--- config.mk ---
export PLATFORM = sky130hd
export DESIGN_NAME = i2cCtlRegSlave
export DESIGN_NICKNAME = d
export VERILOG_FILES = /design/src/rtl/i2cCtlRegPkg.sv /design/src/rtl/i2cBusCtrl.sv /design/src/rtl/regFileDp.sv /design/src/rtl/i2cCtlRegSlave.sv
export SDC_FILE = /design/constraint.sdc
export NUM_CORES = 1
export LEC_CHECK = 0
export ABC_AREA = 1
export CAP_MARGIN = 10
export CORE_MARGIN = 10
export CORE_UTILIZATION = 54
export DETAILED_ROUTE_END_ITERATION = 16
export PLACE_DENSITY = 0.84
export SLEW_MARGIN = 20
export SYNTH_ARGS = -nofsm -noshare
export SYNTH_HDL_FRONTEND = slang
export SYNTH_HIERARCHICAL = 1
export SYNTH_SLANG_ARGS = --single-unit
--- constraint.sdc ---
create_clock -name clk -period 3.34 [get_ports clk]
set_input_delay 0.668 -clock clk [delete_from_list [all_inputs] [get_ports clk]]
set_output_delay 0.668 -clock clk [all_outputs]
set_load 0.1 [all_outputs]
--- src/rtl/i2cCtlRegPkg.sv ---
package i2cCtlRegPkg;
  localparam int DATA_REGS   = 4;
  localparam int FIRST_DATA  = 2;
  localparam int LAST_REG    = FIRST_DATA + DATA_REGS - 1;
  localparam int STATUS_MAIN = 0;
  localparam int BYTE_BITS   = 8;

  typedef enum logic [2:0] {
    sIdle, sRxByte, sAckOut, sTxByte, sAckIn
  } busState_e;

  typedef enum logic [1:0] {
    kAddr, kIndex, kData
  } rxKind_e;

  typedef struct packed {
    logic       ptrLoad;
    logic       regWrite;
    logic       txLoad;
    logic       txDone;
    logic [7:0] rxByte;
  } ctlStrobes_t;

  function automatic logic [7:0] keptBits(int idx);
    case (idx)
      0:       keptBits = 8'h0F;
      1:       keptBits = 8'h05;
      2:       keptBits = 8'h04;
      3:       keptBits = 8'h48;
      default: keptBits = 8'h00;
    endcase
  endfunction

  function automatic logic [7:0] stepIndex(logic [7:0] p);
    stepIndex = (p == 8'(LAST_REG)) ? 8'd0 : p + 8'd1;
  endfunction
endpackage

--- src/rtl/i2cBusCtrl.sv ---
module i2cBusCtrl
  import i2cCtlRegPkg::*;
#(
  parameter int         SYNC_STAGES = 2,
  parameter logic [6:0] ADDR_BASE   = 7'b0001000
) (
  input  logic        clk,
  input  logic        rstN,
  input  logic        sclIn,
  input  logic        sdaIn,
  input  logic        addrSel,
  input  logic        uvFlag,
  input  logic [7:0]  readData,
  output logic        sdaLow,
  output ctlStrobes_t stb
);
  localparam int CNT_W = $clog2(BYTE_BITS + 1);

  logic [SYNC_STAGES-1:0] sclPipe, sdaPipe;
  logic sclS, sdaS, sclD, sdaD;
  logic sclRise, sclFall, startDet, stopDet;

  always_ff @(posedge clk or negedge rstN) begin
    if (!rstN) begin
      sclPipe <= '1;
      sdaPipe <= '1;
      sclD    <= 1'b1;
      sdaD    <= 1'b1;
    end else begin
      sclPipe[0] <= sclIn;
      sdaPipe[0] <= sdaIn;
      for (int i = 1; i < SYNC_STAGES; i++) begin
        sclPipe[i] <= sclPipe[i-1];
        sdaPipe[i] <= sdaPipe[i-1];
      end
      sclD <= sclPipe[SYNC_STAGES-1];
      sdaD <= sdaPipe[SYNC_STAGES-1];
    end
  end

  assign sclS     = sclPipe[SYNC_STAGES-1];
  assign sdaS     = sdaPipe[SYNC_STAGES-1];
  assign sclRise  = sclS & ~sclD;
  assign sclFall  = ~sclS & sclD;
  assign startDet = sclS & sclD & sdaD & ~sdaS;
  assign stopDet  = sclS & sclD & ~sdaD & sdaS;

  logic [6:0] ownAddr;
  assign ownAddr = {ADDR_BASE[6:1], addrSel};

  busState_e        state;
  rxKind_e          kind;
  logic [CNT_W-1:0] bitCnt;
  logic [7:0]       rxShift, txShift;
  logic             isRead, hostAck;

  always_ff @(posedge clk or negedge rstN) begin
    if (!rstN) begin
      state   <= sIdle;
      kind    <= kAddr;
      bitCnt  <= '0;
      rxShift <= '0;
      txShift <= '0;
      isRead  <= 1'b0;
      hostAck <= 1'b0;
      sdaLow  <= 1'b0;
      stb     <= '0;
    end else begin
      stb <= '0;
      if (uvFlag) begin
        state  <= sIdle;
        sdaLow <= 1'b0;
      end else if (startDet) begin
        state  <= sRxByte;
        kind   <= kAddr;
        bitCnt <= '0;
        sdaLow <= 1'b0;
      end else if (stopDet) begin
        state  <= sIdle;
        sdaLow <= 1'b0;
      end else begin
        case (state)
          sRxByte: begin
            if (sclRise) begin
              rxShift <= {rxShift[6:0], sdaS};
              bitCnt  <= bitCnt + 1'b1;
            end else if (sclFall && bitCnt == CNT_W'(BYTE_BITS)) begin
              bitCnt <= '0;
              if (kind == kAddr) begin
                if (rxShift[7:1] == ownAddr) begin
                  isRead <= rxShift[0];
                  sdaLow <= 1'b1;
                  state  <= sAckOut;
                end else begin
                  state <= sIdle;
                end
              end else begin
                sdaLow       <= 1'b1;
                state        <= sAckOut;
                stb.ptrLoad  <= (kind == kIndex);
                stb.regWrite <= (kind == kData);
                stb.rxByte   <= rxShift;
              end
            end
          end
          sAckOut: begin
            if (sclFall) begin
              if (kind == kAddr && isRead) begin
                state      <= sTxByte;
                txShift    <= readData;
                sdaLow     <= ~readData[7];
                stb.txLoad <= 1'b1;
                bitCnt     <= '0;
              end else begin
                sdaLow <= 1'b0;
                state  <= sRxByte;
                kind   <= (kind == kAddr) ? kIndex : kData;
              end
            end
          end
          sTxByte: begin
            if (sclFall) begin
              if (bitCnt == CNT_W'(BYTE_BITS - 1)) begin
                sdaLow     <= 1'b0;
                state      <= sAckIn;
                stb.txDone <= 1'b1;
              end else begin
                sdaLow  <= ~txShift[6];
                txShift <= {txShift[6:0], 1'b0};
                bitCnt  <= bitCnt + 1'b1;
              end
            end
          end
          sAckIn: begin
            if (sclRise) begin
              hostAck <= ~sdaS;
            end else if (sclFall) begin
              if (hostAck) begin
                state      <= sTxByte;
                txShift    <= readData;
                sdaLow     <= ~readData[7];
                stb.txLoad <= 1'b1;
                bitCnt     <= '0;
              end else begin
                state <= sIdle;
              end
            end
          end
          default: ;
        endcase
      end
    end
  end

  // the supply-low flag releases the bus on the next cycle
  assert_uv_release_R8: assert property (@(posedge clk) disable iff (!rstN)
    uvFlag |=> !sdaLow);

  // at most one datapath action per cycle
  assert_strobe_exclusive_R3: assert property (@(posedge clk) disable iff (!rstN)
    $onehot0({stb.ptrLoad, stb.regWrite, stb.txLoad, stb.txDone}));

  // drive changes only once SCL has been seen low
  assert_drive_scl_low_R11: assert property (@(posedge clk) disable iff (!rstN)
    (!$stable(sdaLow) && !$past(uvFlag) && !$past(stopDet) && !$past(startDet))
      |-> !sclS);
endmodule

--- src/rtl/regFileDp.sv ---
module regFileDp
  import i2cCtlRegPkg::*;
(
  input  logic        clk,
  input  logic        rstN,
  input  logic        uvFlag,
  input  ctlStrobes_t stb,
  input  logic        overloadFault,
  input  logic        overtempFault,
  input  logic        lowSupplyFault,
  output logic [7:0]  readData,
  output logic [DATA_REGS*BYTE_BITS-1:0] regsFlat,
  output logic        statusReadStrobe
);
  logic [7:0] ptr;
  logic       txFromStatus;
  logic [7:0] statusMain;

  assign statusMain = {lowSupplyFault, overtempFault, 5'b0, overloadFault};

  for (genvar g = 0; g < DATA_REGS; g++) begin : g_ctl
    localparam logic [7:0] KEEP = keptBits(g);
    logic [7:0] value;
    always_ff @(posedge clk or negedge rstN) begin
      if (!rstN)
        value <= '0;
      else if (uvFlag)
        value <= '0;
      else if (stb.regWrite && ptr == 8'(FIRST_DATA + g))
        value <= stb.rxByte & KEEP;
    end
    assign regsFlat[g*BYTE_BITS +: BYTE_BITS] = value;
  end

  always_ff @(posedge clk or negedge rstN) begin
    if (!rstN) begin
      ptr              <= '0;
      txFromStatus     <= 1'b0;
      statusReadStrobe <= 1'b0;
    end else begin
      statusReadStrobe <= stb.txDone && txFromStatus && !uvFlag;
      if (uvFlag) begin
        ptr          <= '0;
        txFromStatus <= 1'b0;
      end else if (stb.ptrLoad) begin
        ptr <= stb.rxByte;
      end else if (stb.regWrite) begin
        ptr <= stepIndex(ptr);
      end else if (stb.txLoad) begin
        ptr          <= stepIndex(ptr);
        txFromStatus <= (ptr == 8'(STATUS_MAIN));
      end
    end
  end

  always_comb begin
    readData = '0;
    if (ptr == 8'(STATUS_MAIN))
      readData = statusMain;
    for (int i = 0; i < DATA_REGS; i++)
      if (ptr == 8'(FIRST_DATA + i))
        readData = regsFlat[i*BYTE_BITS +: BYTE_BITS];
  end

  // registers are cleared while supply is low
  assert_uv_zero_R8: assert property (@(posedge clk) disable iff (!rstN)
    uvFlag |=> (regsFlat == '0));

  // the status strobe never lasts two cycles
  assert_strobe_pulse_R9: assert property (@(posedge clk) disable iff (!rstN)
    statusReadStrobe |=> !statusReadStrobe);

  // a write outside the control bytes changes nothing
  assert_unmapped_write_R7: assert property (@(posedge clk) disable iff (!rstN)
    (stb.regWrite && !uvFlag && (ptr < 8'(FIRST_DATA) || ptr > 8'(LAST_REG)))
      |=> $stable(regsFlat));

  // index wraps from the last register to zero
  assert_index_wrap_R7: assert property (@(posedge clk) disable iff (!rstN)
    (stb.txLoad && !uvFlag && ptr == 8'(LAST_REG)) |=> (ptr == 8'd0));
endmodule

--- src/rtl/i2cCtlRegSlave.sv ---
module i2cCtlRegSlave
  import i2cCtlRegPkg::*;
#(
  parameter int         SYNC_STAGES = 2,
  parameter logic [6:0] ADDR_BASE   = 7'b0001000
) (
  input  logic       clk,
  input  logic       rstN,
  input  logic       sclIn,
  input  logic       sdaIn,
  input  logic       addrSel,
  input  logic       uvFlag,
  input  logic       overloadFault,
  input  logic       overtempFault,
  input  logic       lowSupplyFault,
  output logic       sdaPullLow,
  output logic [3:0] voltSel,
  output logic       toneEnable,
  output logic       extToneMode,
  output logic       pulsedLimit,
  output logic       overloadRestart,
  output logic       thermalRestart,
  output logic       statusReadStrobe
);
  ctlStrobes_t stb;
  logic [7:0]  readData;
  logic [DATA_REGS*BYTE_BITS-1:0] regsFlat;

  i2cBusCtrl #(.SYNC_STAGES(SYNC_STAGES), .ADDR_BASE(ADDR_BASE)) uCtrl (
    .clk(clk), .rstN(rstN), .sclIn(sclIn), .sdaIn(sdaIn),
    .addrSel(addrSel), .uvFlag(uvFlag), .readData(readData),
    .sdaLow(sdaPullLow), .stb(stb)
  );

  regFileDp uDp (
    .clk(clk), .rstN(rstN), .uvFlag(uvFlag), .stb(stb),
    .overloadFault(overloadFault), .overtempFault(overtempFault),
    .lowSupplyFault(lowSupplyFault), .readData(readData),
    .regsFlat(regsFlat), .statusReadStrobe(statusReadStrobe)
  );

  assign voltSel         = regsFlat[3:0];
  assign toneEnable      = regsFlat[8];
  assign extToneMode     = regsFlat[10];
  assign pulsedLimit     = regsFlat[18];
  assign overloadRestart = regsFlat[27];
  assign thermalRestart  = regsFlat[30];

  logic unusedBits;
  assign unusedBits = ^{regsFlat[7:4], regsFlat[9], regsFlat[15:11],
                        regsFlat[17:16], regsFlat[23:19], regsFlat[26:24],
                        regsFlat[29:28], regsFlat[31]};
endmodule

# --- Yosys cells after proc, flatten, opt, wreduce, memory -nomap -nowiden ---
# Index checks and enable logic that the tools add are counted.
totals:
  register_bits: 87
  latch_bits: 0
  ramBits: 0
  rom_bits: 0
  in_bits: 9
  output_inout_bits: 11
  wordCells: 213
  memories: 0
op_classes:
  addsub: 2
  multipliers: 0
  n_div: 0
  n_lt_le_gt_ge: 0
  n_eq_ne: 41
  shifts: 0
  muxes: 98
  n_bitwise: 17
  n_reduce_logical: 31
ops:
  columns: ["cell", "count"]
  rows:
  - ["two-way mux 8 bit", 22]
  - ["two-way mux 7 bit", 7]
  - ["two-way mux 4 bit", 11]
  - ["two-way mux 12 bit", 3]
  - ["two-way mux 3 bit", 11]
  - ["inequality test 5 x 2 -> 1 bit, second input constant", 6]
  - ["two-way mux 1 bit", 26]
  - ["two-way mux 2 bit", 13]
  - ["AND reduction 11 bit", 2]
  - ["case mux 7 bit (3 select lines)", 1]
  - ["equality test 8 x 2 -> 1 bit, second input constant", 2]
  - ["equality test 8 x 3 -> 1 bit, second input constant", 2]
  - ["case mux 4 bit (4 select lines)", 1]
  - ["AND reduction 8 bit", 2]
  - ["inequality test 3 x 1 -> 1 bit, second input constant", 5]
  - ["AND reduction 5 bit", 3]
  - ["inequality test 2 x 1 -> 1 bit, second input constant", 7]
  - ["nonzero test 2 bit", 7]
  - ["case mux 3 bit (4 select lines)", 1]
  - ["inequality test 5 bit, second input constant", 2]
  - ["inverter 1 bit", 10]
  - ["AND reduction 9 bit", 1]
  - ["adder 8 x 1 -> 8 bit, second input constant", 1]
  - ["logical AND 1 bit", 8]
  - ["25 further kinds", 35]

# --- Depth between registers and ports, before layout ---
depth:
  ltp_word: 14
  mapped_depth: 14

# --- Hierarchy ---
# The synthesis kept the hierarchy.
modules_own_cells:
  columns: ["module", "instances", "cells_per_inst", "area_per_inst_um2", "seq_area_each_um2"]
  rows:
  - ["i2cBusCtrl", 1, 291, 2338.5, 1133.6]
  - ["regFileDp", 1, 228, 1592.8, 475.5]

# --- Least setup slack after synthesis ---
# No wires, ideal clock.
synth_path:
  path_kind: "reg2out"
  startpoint: "register uDp.g_ctl[0].value[2]"
  endpoint: "output port voltSel[2]"
  arrival_ps: 926
  t_required_ps: 2672
  path_slack_ps: 1746
  path_stages_with_launch: 1
  path_buffers: 0
  path_cell_list: "dfrtp_1"
synth_rtl:
  columns: ["element", "line", "source"]
  rows:
  - ["start, declared", "regFileDp.sv:23", "logic [7:0] value;"]
  - ["start signal, assigned", "regFileDp.sv:30", "value <= stb.rxByte & KEEP;"]
  - ["end, declared", "i2cCtlRegSlave.sv:17", "output logic [3:0] voltSel,"]
# No word-level cell between the ends.

# --- Final worst setup path ---
layout_path:
  startpoint: "input port uvFlag"
  endpoint: "register uCtrl.txShift[0]"
layout_between:
  elab_chain_cells: 2
layout_rtl:
  columns: ["element", "line", "source"]
  rows:
  - ["start, declared", "i2cCtlRegSlave.sv:12", "input logic uvFlag,"]
  - ["inverter 1 bit (no source line)", null, null]
  - ["AND reduction 11 bit (no source line)", null, null]
  - ["end signal, assigned", "i2cBusCtrl.sv:110", "txShift <= readData;"]
  - ["end signal, assigned", "i2cBusCtrl.sv:129", "txShift <= {txShift[6:0], 1'b0};"]
  - ["end signal, assigned", "i2cBusCtrl.sv:140", "txShift <= readData;"]
  - ["end, declared", "i2cBusCtrl.sv:54", "logic [7:0] rxShift, txShift;"]
# Every way passes these cells.
# A chain may end at the register's enable or synchronous reset.

==> impl_metrics.yaml <==
detailed_routing:
  viasPerCell: 5.196
  routed_wl_um: 7961
  drt_first_pass_iters: 5
  drt_first_iter_violations: 185
  vias: 3232
  antenna_left: 0
  wl_per_cell_um: 12.80
  route.detailed.drc: 0
pwr:
  peakVddDrop_uv: 282.0
  p_comb_share_pct: 31.8
  powerDensity_nw_per_um2: 545.8
  p_seq_share_pct: 42.8
  p_leak_uw: 0.002077
  internal_power_uw: 1405
  finalPower_uw: 2275
  power.switching_uw: 869.6
  p_clk_share_pct: 25.4
  switching_share_pct: 38.23
timing:
  fin_tns_setup_ns: 0
  finalSetupViolations: 0
  max_slew_margin_pct: 61.10
  whs_ns: 0.3211
  final_max_slew_viol_count: 0
  rsz0062_at_grt: "no"
  fmax_mhz: 453.2
  tightest_slew_ns: 0.5816
  hold_viol: 0
  period_needed_ns: 2.206
  finalCritPeriodShare_pct: 66.06
  fin_skew_ns: 0.008644
place:
  portBuffers: 19
  placed_cells: 606
  gp_congestion: 0.9061
  dp_hpwl_um: 5869
cells_and_area:
  multi_input_area_um2: 1826
  final_cells: 622
  regArea_um2: 1609
  nets: 536
  drive_above_1_share_pct: 20.15
  syn_to_final_growth_pct: 10.89
  nFillCells: 595
  diodes: 0
grt:
  antenna_found_initial: 0
  grt_max_degree: 47
  grt.overflow.total: 0
  grt_pass1_vias: 3064
  grt_usage_pct: 16.18
  grt_pass1_wl_um: 13730
floorplanning:
  fp.coreArea_um2: 6794
  die_w_um: 103.4
  dieArea_um2: 10700
  initial_utilization_pct: 55.32
  floorplan.rows: 30
  die_h_um: 103.4
  io_pins: 20
outcome:
  status: "completed"
cts:
  cts_hold_buf: 0
  cts_max_path_buffers: 2
  clk_latency_ns: 0.35
  cts_max_level: 3
  cts_setup_buffers: 0
  cts_resized: 0
  cts_tree: "built"
  cts_made_buffers: 9
  root_buffer: "clkbuf_8"
  clk_pin_slew_worst_paths_ns: 0.07
  cts_num_sinks: 64
logic_synthesis:
  syn_area_per_cell_um2: 7.578
  syn_inst: 496
  synthesis.area_um2: 3759
  ys_warn_count: 6
critical_path:
  cp_data_required_time_ns: 3.62
  regToRegStartpoint: "uCtrl/bitCnt[0]$_DFFE_PN0P_"
  arrival_ns: 2.48
  crit_start: "uvFlag"
  r2r_slack_ns: 1.43
  reg2regPathDepth: 8
  crit_path_top_delay_cell: "nor3_4"
  critPathLaunchType: "input port"
  crit_chain: "clkdlybuf4s50_1, buf_4, nor2_1, nand2_2, nor3_4, nand3_1, o21ai_1"
  end_kind: "flop"
  critPathCapture: "uCtrl/txShift[0]$_DFFE_PN0P_"
  criticalPathCategory: "in -> reg"
  worst_path_largest_cell_delay_ns: 0.54
  rr_endpoint: "uCtrl/txShift[0]$_DFFE_PN0P_"
  path_max_fanout: 14
min_path:
  min_path_type: "in -> async"
flow_run:
  drv_cap: 0
[worst min path at each step]
| stage | endpoint | slack, ns | cells past startpoint |
|---|---|---|---|
| after floorplan | uCtrl/sclPipe[1]$_DFF_PN1_ | 0.35 | 0 |
| after global placement | uCtrl/sdaPipe[1]$_DFF_PN1_ | 0.35 | 0 |
| after detailed placement | uCtrl/sdaPipe[1]$_DFF_PN1_ | 0.35 | 0 |
| after CTS | uCtrl/sdaPipe[1]$_DFF_PN1_ | 0.35 | 0 |
| after global routing | uDp/ptr[5]$_DFFE_PN0P_ | 0.35 | 1 |
| final | uDp/ptr[5]$_DFFE_PN0P_ | 0.32 | 1 |
[placed cells by master, fill, tap and decap left out, types with 6 or more instances in the layout]
| master | count |
|---|---|
| clkbuf_8 | 10 |
| inv_1 | 48 |
| nand3_2 | 7 |
| dfstp_2 | 6 |
| nor2_1 | 43 |
| dfrtp_1 | 58 |
| a21oi_1 | 6 |
| clkdlybuf4s50_1 | 7 |
| o21ai_1 | 11 |
| buf_4 | 15 |
| ha_1 | 6 |
| nor2_2 | 9 |
| o21ai_0 | 21 |
| nand2_1 | 149 |
| nor2_4 | 6 |
| nand3_1 | 44 |
| inv_2 | 17 |
| nor3_1 | 10 |
| nand2_2 | 14 |
[power groups by stage]
stage          sequential [uW]  combinational (uW)  clock (uW)
4_1_cts                    973                 721         600
3_3_place_gp               982                 694           0
6_report                   973                 724         578
5_1_grt                    990                 820         632
3_5_place_dp               986                 717           0
2_1_floorplan             1000                 540           0
[routing by layer]
layer	vias up	wire length [um]	global-route usage, %
met1	1487	3415	19.42
met3	23	516	3.322
met2	112	3809	26.66
li1	1610	-	-
met4	0	219	8.770
met5	-	0	0
[layout make-up]
class	instances	share of cell area, %
Multi-Input combinational cell	356	43.80
Sequential cell	64	38.61
Inverter	68	6.364
Timing Repair Buffer	22	4.383
Clock buffer	12	3.482
Tap cell	96	2.882
Clock inverter	4	0.4803
[state kept, by name, summed over array words and instances, names as in the netlist, 2 cells and up]
name	flops
uCtrl/state	3
uCtrl/bitCnt	4
uCtrl/stb	12
uCtrl/kind	2
uDp/ptr	8
uCtrl/txShift	7
uCtrl/sclPipe	2
uDp/g_ctl.value	9
uCtrl/rxShift	8
uCtrl/sdaPipe	2
[per-stage QoR]
step / utilization (%) / cell area (um2) / worst slack [ns]
floorplan: - / 3762 / 1.746
global placement: 58.88 / 4000 / 0.8377
detailed placement: 58.88 / 4000 / 0.7825
CTS: 61.31 / 4165 / 1.141
global route: 61.34 / 4168 / 1.017
finish: 61.34 / 4168 / 1.134
[critical path, delay by kind of cell]
kind | cells | cell delay, ns
compound gates | 1 | 0.10
simple gates | 4 | 1.00
buf+inv | 2 | 0.71
Note: power is estimated with default switching activity, not from simulation.
